--- config.mk ---
export PLATFORM = sky130hd
export DESIGN_NAME = aoq_top
export DESIGN_NICKNAME = d
export VERILOG_FILES = /design/src/rtl/aoq_pkg.sv /design/src/rtl/aoq_classify.sv /design/src/rtl/aoq_decode.sv /design/src/rtl/aoq_epoch.sv /design/src/rtl/aoq_top.sv
export SDC_FILE = /design/constraint.sdc
export NUM_CORES = 1
export LEC_CHECK = 0
export ABC_AREA = 1
export BUFFER_PORTS_ARGS = -buffer_cell sky130_fd_sc_hd__buf_2
export CORE_AREA = 2 2 292 294
export CTS_CLUSTER_SIZE = 14
export DETAILED_ROUTE_END_ITERATION = 16
export DIE_AREA = 0 0 294 296
export MAX_ROUTING_LAYER = met4
export SLEW_MARGIN = 30
export SYNTH_ARGS = -nofsm -noshare
export SYNTH_HDL_FRONTEND = slang
export SYNTH_SLANG_ARGS = --single-unit
--- constraint.sdc ---
create_clock -name clk -period 10.11 [get_ports clk]
set_clock_uncertainty 0.05 [all_clocks]
set_input_delay 0.5055 -clock clk [delete_from_list [all_inputs] [get_ports clk]]
set_output_delay 0.5055 -clock clk [all_outputs]
set_load 0.005 [all_outputs]
--- src/rtl/aoq_pkg.sv ---
package aoq_pkg;

    typedef enum logic [2:0] {
        OP_LOAD    = 3'd0,
        OP_STORE   = 3'd1,
        OP_ZERO    = 3'd2,
        OP_CMAINT  = 3'd3,
        OP_BARRIER = 3'd4
    } aoq_op_e;

    typedef enum logic [1:0] {
        CLS_FREE = 2'd0,
        CLS_A    = 2'd1,
        CLS_B    = 2'd2
    } aoq_cls_e;

    typedef struct packed {
        logic wt;
        logic ci;
        logic mc;
        logic gd;
    } aoq_attr_t;

    localparam logic [5:0] BAR_PRIMARY = 6'd31;
    localparam logic [9:0] BAR_EXT     = 10'd854;

    // Sort one request into an ordering class.
    function automatic aoq_cls_e aoq_classify_f(logic [2:0] op, aoq_attr_t a, logic fault);
        logic store_like;
        logic guarded_io;
        store_like = (op == OP_STORE) || ((op == OP_ZERO) && !fault);
        guarded_io = a.ci && a.gd;
        if ((op == OP_LOAD) && guarded_io)
            return CLS_A;
        if (store_like && (guarded_io || a.wt))
            return CLS_A;
        if (store_like && !a.ci && !a.wt && a.mc)
            return CLS_B;
        return CLS_FREE;
    endfunction

    // Barrier instruction match, bit 31 of the vector is instruction bit 0.
    function automatic logic aoq_is_barrier_f(logic [31:0] w);
        return (w[31:26] == BAR_PRIMARY) && (w[25:11] == 15'd0) &&
               (w[10:1] == BAR_EXT) && !w[0];
    endfunction

endpackage

--- src/rtl/aoq_classify.sv ---
module aoq_classify
    import aoq_pkg::*;
(
    input  logic [2:0] op,
    input  aoq_attr_t  attr,
    input  logic       fault,
    output aoq_cls_e   cls
);
    always_comb cls = aoq_classify_f(op, attr, fault);
endmodule

--- src/rtl/aoq_decode.sv ---
module aoq_decode
    import aoq_pkg::*;
(
    input  logic [31:0] word,
    output logic        hit
);
    always_comb hit = aoq_is_barrier_f(word);
endmodule

--- src/rtl/aoq_epoch.sv ---
module aoq_epoch #(
    parameter int EW = 5
) (
    input  logic          clk,
    input  logic          rst,
    input  logic          bump,
    input  logic          busy,
    output logic [EW-1:0] epoch
);
    always_ff @(posedge clk) begin
        if (rst)
            epoch <= '0;
        else if (bump && busy)
            epoch <= epoch + 1'b1;
    end

    // a barrier with nothing pending in this class leaves its epoch alone
    p_idle_barrier_r10: assert property (@(posedge clk) disable iff (rst)
        (bump && !busy) |=> $stable(epoch));

    // a barrier over pending work opens exactly one new epoch
    p_epoch_step_r1: assert property (@(posedge clk) disable iff (rst)
        (bump && busy) |=> (epoch == EW'($past(epoch) + 1'b1)));
endmodule

--- src/rtl/aoq_top.sv ---
module aoq_top
    import aoq_pkg::*;
#(
    parameter int DEPTH = 8,
    parameter int AW    = 32,
    localparam int IW   = $clog2(DEPTH)
) (
    input  logic          clk,
    input  logic          rst,
    input  logic          in_valid,
    output logic          in_ready,
    input  logic [2:0]    in_op,
    input  logic [AW-1:0] in_addr,
    input  logic          in_wt,
    input  logic          in_ci,
    input  logic          in_mc,
    input  logic          in_gd,
    input  logic          in_fault,
    output logic          bus_valid,
    input  logic          bus_ready,
    output logic [IW-1:0] bus_idx,
    output logic [2:0]    bus_op,
    output logic [AW-1:0] bus_addr,
    input  logic          ack_valid,
    input  logic [IW-1:0] ack_idx,
    input  logic [31:0]   dec_word,
    output logic          dec_is_barrier
);
    localparam int EW     = IW + 2;   // live epochs span at most DEPTH
    localparam int NCLASS = 2;

    logic [DEPTH-1:0] ent_v;
    logic [DEPTH-1:0] ent_iss;
    aoq_cls_e         ent_cls  [DEPTH];
    logic [EW-1:0]    ent_ep   [DEPTH];
    logic [2:0]       ent_op   [DEPTH];
    logic [AW-1:0]    ent_addr [DEPTH];

    aoq_attr_t        in_attr;
    aoq_cls_e         in_cls;
    logic [IW-1:0]    alloc_idx;
    logic             wr_acc;
    logic             bar_acc;
    logic [EW-1:0]    new_ep;
    logic [NCLASS-1:0] cls_busy;
    logic [EW-1:0]    cls_ep [NCLASS];
    logic [DEPTH-1:0] elig;

    assign in_attr = '{wt: in_wt, ci: in_ci, mc: in_mc, gd: in_gd};

    aoq_classify u_cls (
        .op    (in_op),
        .attr  (in_attr),
        .fault (in_fault),
        .cls   (in_cls)
    );

    aoq_decode u_dec (
        .word (dec_word),
        .hit  (dec_is_barrier)
    );

    // Lowest free slot
    always_comb begin
        alloc_idx = '0;
        for (int i = DEPTH - 1; i >= 0; i--)
            if (!ent_v[i]) alloc_idx = IW'(i);
    end

    assign in_ready = ~&ent_v;
    assign wr_acc   = in_valid && in_ready && (in_op != OP_BARRIER);
    assign bar_acc  = in_valid && in_ready && (in_op == OP_BARRIER);

    // A class is busy when some entry sits in its current epoch
    always_comb begin
        cls_busy = '0;
        for (int i = 0; i < DEPTH; i++) begin
            if (ent_v[i] && ent_cls[i] == CLS_A && ent_ep[i] == cls_ep[0]) cls_busy[0] = 1'b1;
            if (ent_v[i] && ent_cls[i] == CLS_B && ent_ep[i] == cls_ep[1]) cls_busy[1] = 1'b1;
        end
    end

    for (genvar g = 0; g < NCLASS; g++) begin : g_cls
        aoq_epoch #(.EW(EW)) u_ep (
            .clk   (clk),
            .rst   (rst),
            .bump  (bar_acc),
            .busy  (cls_busy[g]),
            .epoch (cls_ep[g])
        );
    end

    always_comb begin
        case (in_cls)
            CLS_A:   new_ep = cls_ep[0];
            CLS_B:   new_ep = cls_ep[1];
            default: new_ep = '0;
        endcase
    end

    // Eligibility: no same-class entry from an older epoch still outstanding
    always_comb begin
        logic [EW-1:0] diff;
        elig = '0;
        for (int i = 0; i < DEPTH; i++) begin
            elig[i] = ent_v[i] && !ent_iss[i];
            for (int j = 0; j < DEPTH; j++) begin
                diff = ent_ep[i] - ent_ep[j];
                if (ent_v[j] && ent_cls[i] != CLS_FREE && ent_cls[j] == ent_cls[i] &&
                    diff != '0 && !diff[EW-1])
                    elig[i] = 1'b0;
            end
        end
    end

    always_comb begin
        bus_idx = '0;
        for (int i = DEPTH - 1; i >= 0; i--)
            if (elig[i]) bus_idx = IW'(i);
    end

    assign bus_valid = |elig;
    assign bus_op    = ent_op[bus_idx];
    assign bus_addr  = ent_addr[bus_idx];

    always_ff @(posedge clk) begin
        if (rst) begin
            ent_v   <= '0;
            ent_iss <= '0;
        end else begin
            if (wr_acc) begin
                ent_v[alloc_idx]   <= 1'b1;
                ent_iss[alloc_idx] <= 1'b0;
            end
            if (bus_valid && bus_ready)
                ent_iss[bus_idx] <= 1'b1;
            if (ack_valid)
                ent_v[ack_idx] <= 1'b0;
        end
    end

    always_ff @(posedge clk) begin
        if (wr_acc) begin
            ent_cls[alloc_idx]  <= in_cls;
            ent_ep[alloc_idx]   <= new_ep;
            ent_op[alloc_idx]   <= in_op;
            ent_addr[alloc_idx] <= in_addr;
        end
    end

    // issuing an entry does not release its slot
    p_hold_after_issue_r9: assert property (@(posedge clk) disable iff (rst)
        (bus_valid && bus_ready) |=> ent_v[$past(bus_idx)]);

    // an acknowledge releases its slot
    p_ack_frees_r9: assert property (@(posedge clk) disable iff (rst)
        ack_valid |=> !ent_v[$past(ack_idx)]);

    // acknowledges only name issued, occupied slots
    p_ack_legal_r9: assert property (@(posedge clk) disable iff (rst)
        ack_valid |-> (ent_v[ack_idx] && ent_iss[ack_idx]));

    // the offered slot is occupied and not yet sent
    p_offer_fresh_r12: assert property (@(posedge clk) disable iff (rst)
        bus_valid |-> (ent_v[bus_idx] && !ent_iss[bus_idx]));

    // a write never lands on an occupied slot
    p_no_overflow_r11: assert property (@(posedge clk) disable iff (rst)
        wr_acc |=> ent_v[$past(alloc_idx)] && !ent_iss[$past(alloc_idx)]);
endmodule

==> flow_summary.json, run 1 <==
{
  "status": "finished clean",
  "grt_pass1_wl_um": 129600,
  "htreeDepth": 2,
  "hpwlAfterDp_um": 58710,
  "clkTransAtPathRegs_ns": 0.06,
  "via_count": 22070,
  "die_h_um": 296,
  "tritoncts": "yes",
  "antenna_found_initial": 6,
  "finalSetupTns_ns": 0,
  "leakagePower_nw": 13.62,
  "ys_seq_area_share_pct": 41.25,
  "synth-edff-count": 336,
  "synthCells": 3221,
  "final_cell_mix": "nand2_1, inv_1, nand3_1",
  "r2r_end": "ent_iss[7]",
  "route.detailed.drc": 0,
  "synth.avg_cell_area_um2": 7.985,
  "grt_pass1_vias": 20180,
  "cts_buffers": 38,
  "hp-start": "in_addr[22]",
  "syn_nets": 3529,
  "place_ws_ns": 3.536,
  "crit_arrival_ns": 6.63,
  "critical_path_class": "register to output pin",
  "core_um2": 84210,
  "grt_max_degree": 79,
  "maxSlewViolCount": 0,
  "synthArstFlopShare_pct": 0,
  "hold_buffers": 0,
  "hp-class": "primary input to register",
  "worstSkewPairLatency_ns": 0.54,
  "post-route-min-period_ns": 7.188,
  "endpoint_kind": "output pin",
  "hold_viol_final": 0,
  "ys_ff_latch": 362,
  "drive_gt1_share_pct": 7.457,
  "synth_cell_types": 46,
  "final.period_utilization_pct": 71.10,
  "wl_um": 88190,
  "min_path_cells": 1,
  "peakVddDrop_v": 0.0001580,
  "dieArea_um2": 87020,
  "cts_buffer_depth": 3,
  "finalSetupViolCount": 0,
  "final_nets": 3621,
  "r2r-start": "ent_ep[5][3]",
  "core.rowCount": 107,
  "worstMarginPinSlew_ns": 1.045,
  "reg2regPathDepth": 21,
  "dr.pass1.iters": 8,
  "ant_nets": 0,
  "yosys-top-cells-area": "edfxtp_1, ha_1, nand2_1, inv_1, nand3_1",
  "critPathRequiredTime_ns": 9.55,
  "yosysWarnings": 0,
  "path_max_fanout": 78,
  "routedWlPerCell_um": 19.89,
  "first_iter_violations": 2264,
  "relSlewSlack_pct": 30.31,
  "placed_area_um2": 27480,
  "io_pins": 121,
  "synth_top_area_share_pct": 39.23,
  "viasPerCell": 4.975,
  "stdcell_area_um2": 28680,
  "post-cts-setup-buffer-count": 0,
  "track_usage_pct": 20.47,
  "clock_tree.root_cell": "clkbuf_16",
  "p_per_area_nw_per_um2": 116.4,
  "ys.flop_type": "edfxtp_1",
  "yosysTopAreaCell": "edfxtp_1",
  "die_x_um": 294,
  "drv_cap": 0,
  "fin_ws_ns": 2.922,
  "hold_ws_ns": 0.1643,
  "gp_congestion": 1.017,
  "max_freq_ghz": 0.1391,
  "gr-total-overflow": 0,
  "cts_resized": 0,
  "critPathLaunchType": "register",
  "syn-cell-area_um2": 25720,
  "rsz0062_at_grt": "no",
  "area_growth_pct": 11.51,
  "final_common_cell": "nand2_1",
  "reg2reg_slack_ns": 4.59,
  "io_buffer_count": 120,
  "whs_endpoint": "ent_addr[3][22]",
  "start_util_pct": 30.54,
  "clock-sinks": 362
}
## worst max path at each step
stage	to	cells past startpoint	from
5_1_grt	bus_op[2]	25	ent_ep[4][1]
6_report	bus_addr[6]	24	ent_ep[6][0]
2_1_floorplan	ent_v[4]	11	ent_v[5]
3_5_place_dp	bus_addr[29]	22	ent_ep[5][1]
4_1_cts	bus_addr[6]	22	ent_ep[5][1]
3_3_place_gp	bus_addr[29]	22	ent_ep[5][1]
## power by group
part	internal (mW)	leakage, nW	switching, mW	total [mW]
combinational	0.0933	9.70	0.218	0.311
sequential	1.66	3.34	0.0189	1.68
clock	0.760	0.579	0.591	1.35
## metrics by stage
stage | std cells | total power [mW] | utilization, %
2_1_floorplan | 3221 | 1.894 | -
3_3_place_gp | 4361 | 2.015 | 32.59
3_5_place_dp | 4363 | 2.017 | 32.63
4_1_cts | 4429 | 3.365 | 34.03
5_1_grt | 4435 | 3.457 | 34.06
6_report | 4435 | 3.339 | 34.06
## sequential cells by signal, indices dropped and copies added (netlist names)
signal and cells:
ent_addr 256, ent_v 8, ent_ep 40, ent_cls 16, g_cls.u_ep.epoch 10, ent_op 24
ent_iss 8
## cell usage after synthesis (all sizes together), types with 2 or more instances
| cell type | count |
|---|---|
| a211oi | 7 |
| a21o | 4 |
| a21oi | 100 |
| a221oi | 15 |
| a311oi | 2 |
| buf | 65 |
| clkbuf | 34 |
| clkinv | 5 |
| dfxtp | 26 |
| edfxtp | 336 |
| ha | 228 |
| inv | 623 |
| nand2 | 744 |
| nand3 | 435 |
| nand3b | 7 |
| nand4 | 39 |
| nor2 | 181 |
| nor3 | 65 |
| nor3b | 2 |
| nor4 | 18 |
| o2111ai | 2 |
| o21ai | 57 |
| o21bai | 47 |
| o22ai | 25 |
| or2 | 8 |
| xnor2 | 51 |
| xor2 | 88 |
## critical path: stages, from the launching register on
cell and delay, ns:
edfxtp_1 0.92, inv_1 0.61, ha_1 0.37, o21bai_1 0.32, nand2_1 0.14, nand3_1 0.10
nand2_1 0.07, nand3_1 0.16, nand2_1 0.12, nor2_1 0.11, nand2_1 0.07, nand2_1 0.07
nand2_1 0.05, nand2_1 0.06, nand2_1 0.04, nand2_1 0.10, nand2_4 0.46, nand2_4 0.84
buf_4 0.78, nand2_1 0.17, nand3_1 0.12, nand2_1 0.06, inv_1 0.06, nand2_1 0.05
buf_2 0.12
## cell type report
type	count	area, um^2
fill	8749	55530
multi-input combinational	2132	12310
sequential	362	10610
inverter	628	2357
tap	1090	1364
clock buffer	45	998.5
timing repair buffer	151	840.8
clock inverter	21	180.2
antenna	6	15.01
## kinds of logic after synthesis
family	Yosys count	share of synthesized area [%]
buf+inv	727	11.15
flops	362	41.25
fa+ha+maj	228	11.09
xor+xnor	139	5.025
compound gates	265	6.188
simple gates	1500	25.29
## routing by layer
| metal | up-vias | GRT usage (%) | part of all wire [%] |
|---|---|---|---|
| met1 | 10250 | 26.71 | 43 |
| li1 | 10650 | - | - |
| met3 | 212 | 2.803 | 8.1 |
| met2 | 949 | 31.81 | 44 |
| met4 | 0 | 8.773 | 4.9 |
| met5 | - | - | 0 |
(Power assumes the default switching activity.)
==> run 2: changes to the inputs <==
==> constraint.sdc (replaced) <==
create_clock -name clk -period 6.9 [get_ports clk]
set_clock_uncertainty 0.05 [all_clocks]
set_input_delay 0.345 -clock clk [delete_from_list [all_inputs] [get_ports clk]]
set_output_delay 0.345 -clock clk [all_outputs]
set_load 0.005 [all_outputs]
==> flow_summary.json, run 2 (synthesis results as in run 1) <==
{
  "status": "finished clean",
  "start_util_pct": 30.54,
  "critPathLaunchType": "register",
  "drv_cap": 0,
  "gr-total-overflow": 0,
  "grt_pass1_vias": 20760,
  "tritoncts": "yes",
  "cts_buffers": 38,
  "post-cts-setup-buffer-count": 0,
  "grt_max_degree": 141,
  "area_growth_pct": 12.40,
  "core_um2": 84210,
  "post-route-min-period_ns": 5.610,
  "switching_share_pct": 24.98,
  "worstSkewPairLatency_ns": 0.54,
  "viasPerCell": 4.983,
  "final.period_utilization_pct": 81.30,
  "dieArea_um2": 87020,
  "maxSlewViolCount": 0,
  "finalSetupTns_ns": 0,
  "path_max_fanout": 18,
  "peakVddDrop_v": 0.0001883,
  "endpoint_kind": "output pin",
  "cts_buffer_depth": 3,
  "clock_tree.root_cell": "clkbuf_16",
  "core.rowCount": 107,
  "dr.pass1.iters": 6,
  "r2r_end": "ent_iss[3]",
  "hpwlAfterDp_um": 60360,
  "reg2regPathDepth": 20,
  "hp-start": "in_addr[0]",
  "final_cell_mix": "nand2_1, inv_1, nand3_1",
  "die_x_um": 294,
  "p_int_mw": 3.690,
  "pwr-share-comb_pct": 9.5,
  "largest-register": "ent_addr",
  "die_h_um": 296,
  "place_ws_ns": 1.844,
  "worstMarginPinSlew_ns": 0.9900,
  "first_iter_violations": 1993,
  "p_per_area_nw_per_um2": 170.2,
  "hp-class": "primary input to register",
  "htreeDepth": 2,
  "reg2reg_slack_ns": 2.35,
  "placed_area_um2": 27660,
  "max_freq_ghz": 0.1783,
  "clock-sinks": 362,
  "r2r-start": "ent_ep[3][0]",
  "switching_power_mw": 1.229,
  "drive_gt1_share_pct": 7.889,
  "final_common_cell": "nand2_1",
  "gp_congestion": 0.9848,
  "antenna_found_initial": 7,
  "ant_nets": 0,
  "power.share.sequential_pct": 49.9,
  "hold_ws_ns": 0.02666,
  "cts_resized": 0,
  "io_buffer_count": 120,
  "via_count": 22210,
  "fin_ws_ns": 1.290,
  "relSlewSlack_pct": 33.76,
  "clkTransAtPathRegs_ns": 0.06,
  "route.detailed.drc": 0,
  "hold_viol_final": 0,
  "rsz0062_at_grt": "no",
  "numPlacedInstances": 4380,
  "grt_pass1_wl_um": 131200,
  "crit_arrival_ns": 5.21,
  "final_nets": 3640,
  "io_pins": 121,
  "routedWlPerCell_um": 19.98,
  "min_path_cells": 1,
  "stdcell_area_um2": 28910,
  "fillers": 8671,
  "reg_top3": "ent_addr: 256 flops, ent_ep: 40 flops, ent_op: 24 flops",
  "whs_endpoint": "ent_addr[0][0]",
  "critical_path_class": "register to output pin",
  "leakagePower_nw": 13.64,
  "critPathRequiredTime_ns": 6.50,
  "hold_buffers": 2,
  "finalSetupViolCount": 0,
  "largest_reg_flops": 256,
  "wl_um": 89050,
  "track_usage_pct": 20.63,
  "p_clk_share_pct": 40.6,
  "final_cells": 4457
}
==> run 2: worst max path at each step <==
stage,end,cells past startpoint,startpoint
after floorplan,ent_v[4],11,ent_v[5]
after global placement,bus_addr[31],19,ent_ep[7][2]
after detailed placement,bus_addr[23],19,ent_ep[7][2]
after CTS,bus_addr[23],19,ent_ep[7][2]
after global routing,bus_addr[3],20,ent_ep[2][0]
final,bus_addr[14],20,ent_ep[2][0]
==> run 2: area by class of cell <==
class / count / area [um^2] / area share (%)
multi-input combinational: 2132 / 12310 / 42.58
antenna: 8 / 20.02 / 0.06925
timing repair buffer: 170 / 1055 / 3.649
sequential: 362 / 10610 / 36.70
clock buffer: 46 / 1002 / 3.467
clock inverter: 21 / 191.4 / 0.6622
tap: 1090 / 1364 / 4.718
inverter: 628 / 2357 / 8.154
==> run 2: metal layers <==
layer	share of wire (%)	global-route usage, %
met1	43	26.36
met2	46	33.23
met3	6.8	2.331
met4	4.8	8.624
met5	0	-
==> run 2: power groups by stage <==
stage	clock [mW]	sequential (mW)	combinational [mW]
2_1_floorplan	0	2.49	0.289
3_3_place_gp	0	2.50	0.463
3_5_place_dp	0	2.50	0.465
4_1_cts	2.04	2.45	0.469
5_1_grt	2.10	2.46	0.523
6_report	2.00	2.45	0.468
==> run 2: metrics by stage <==
step	power [mW]	utilization (%)
finish	4.919	34.33
global route	5.083	34.32
CTS	4.962	34.29
detailed placement	2.966	32.85
global placement	2.963	32.81
floorplan	2.777	-
==> run 2: worst max-delay path, stage by stage (launching register included) <==
cell      delay (ns)
edfxtp_1        0.87
inv_1           0.56
ha_1            0.36
o21bai_1        0.22
a21o_1          0.16
nand2_1         0.08
nand3_1         0.07
nand3_1         0.08
nor2_1          0.33
nor2_1          0.13
nand3_1         0.10
nand2_1         0.11
inv_2           0.09
nand2_2         0.11
nor2_4          0.56
buf_4           0.35
nand3_1         0.10
nand2_1         0.07
inv_1           0.04
nand2_1         0.11
buf_2           0.13
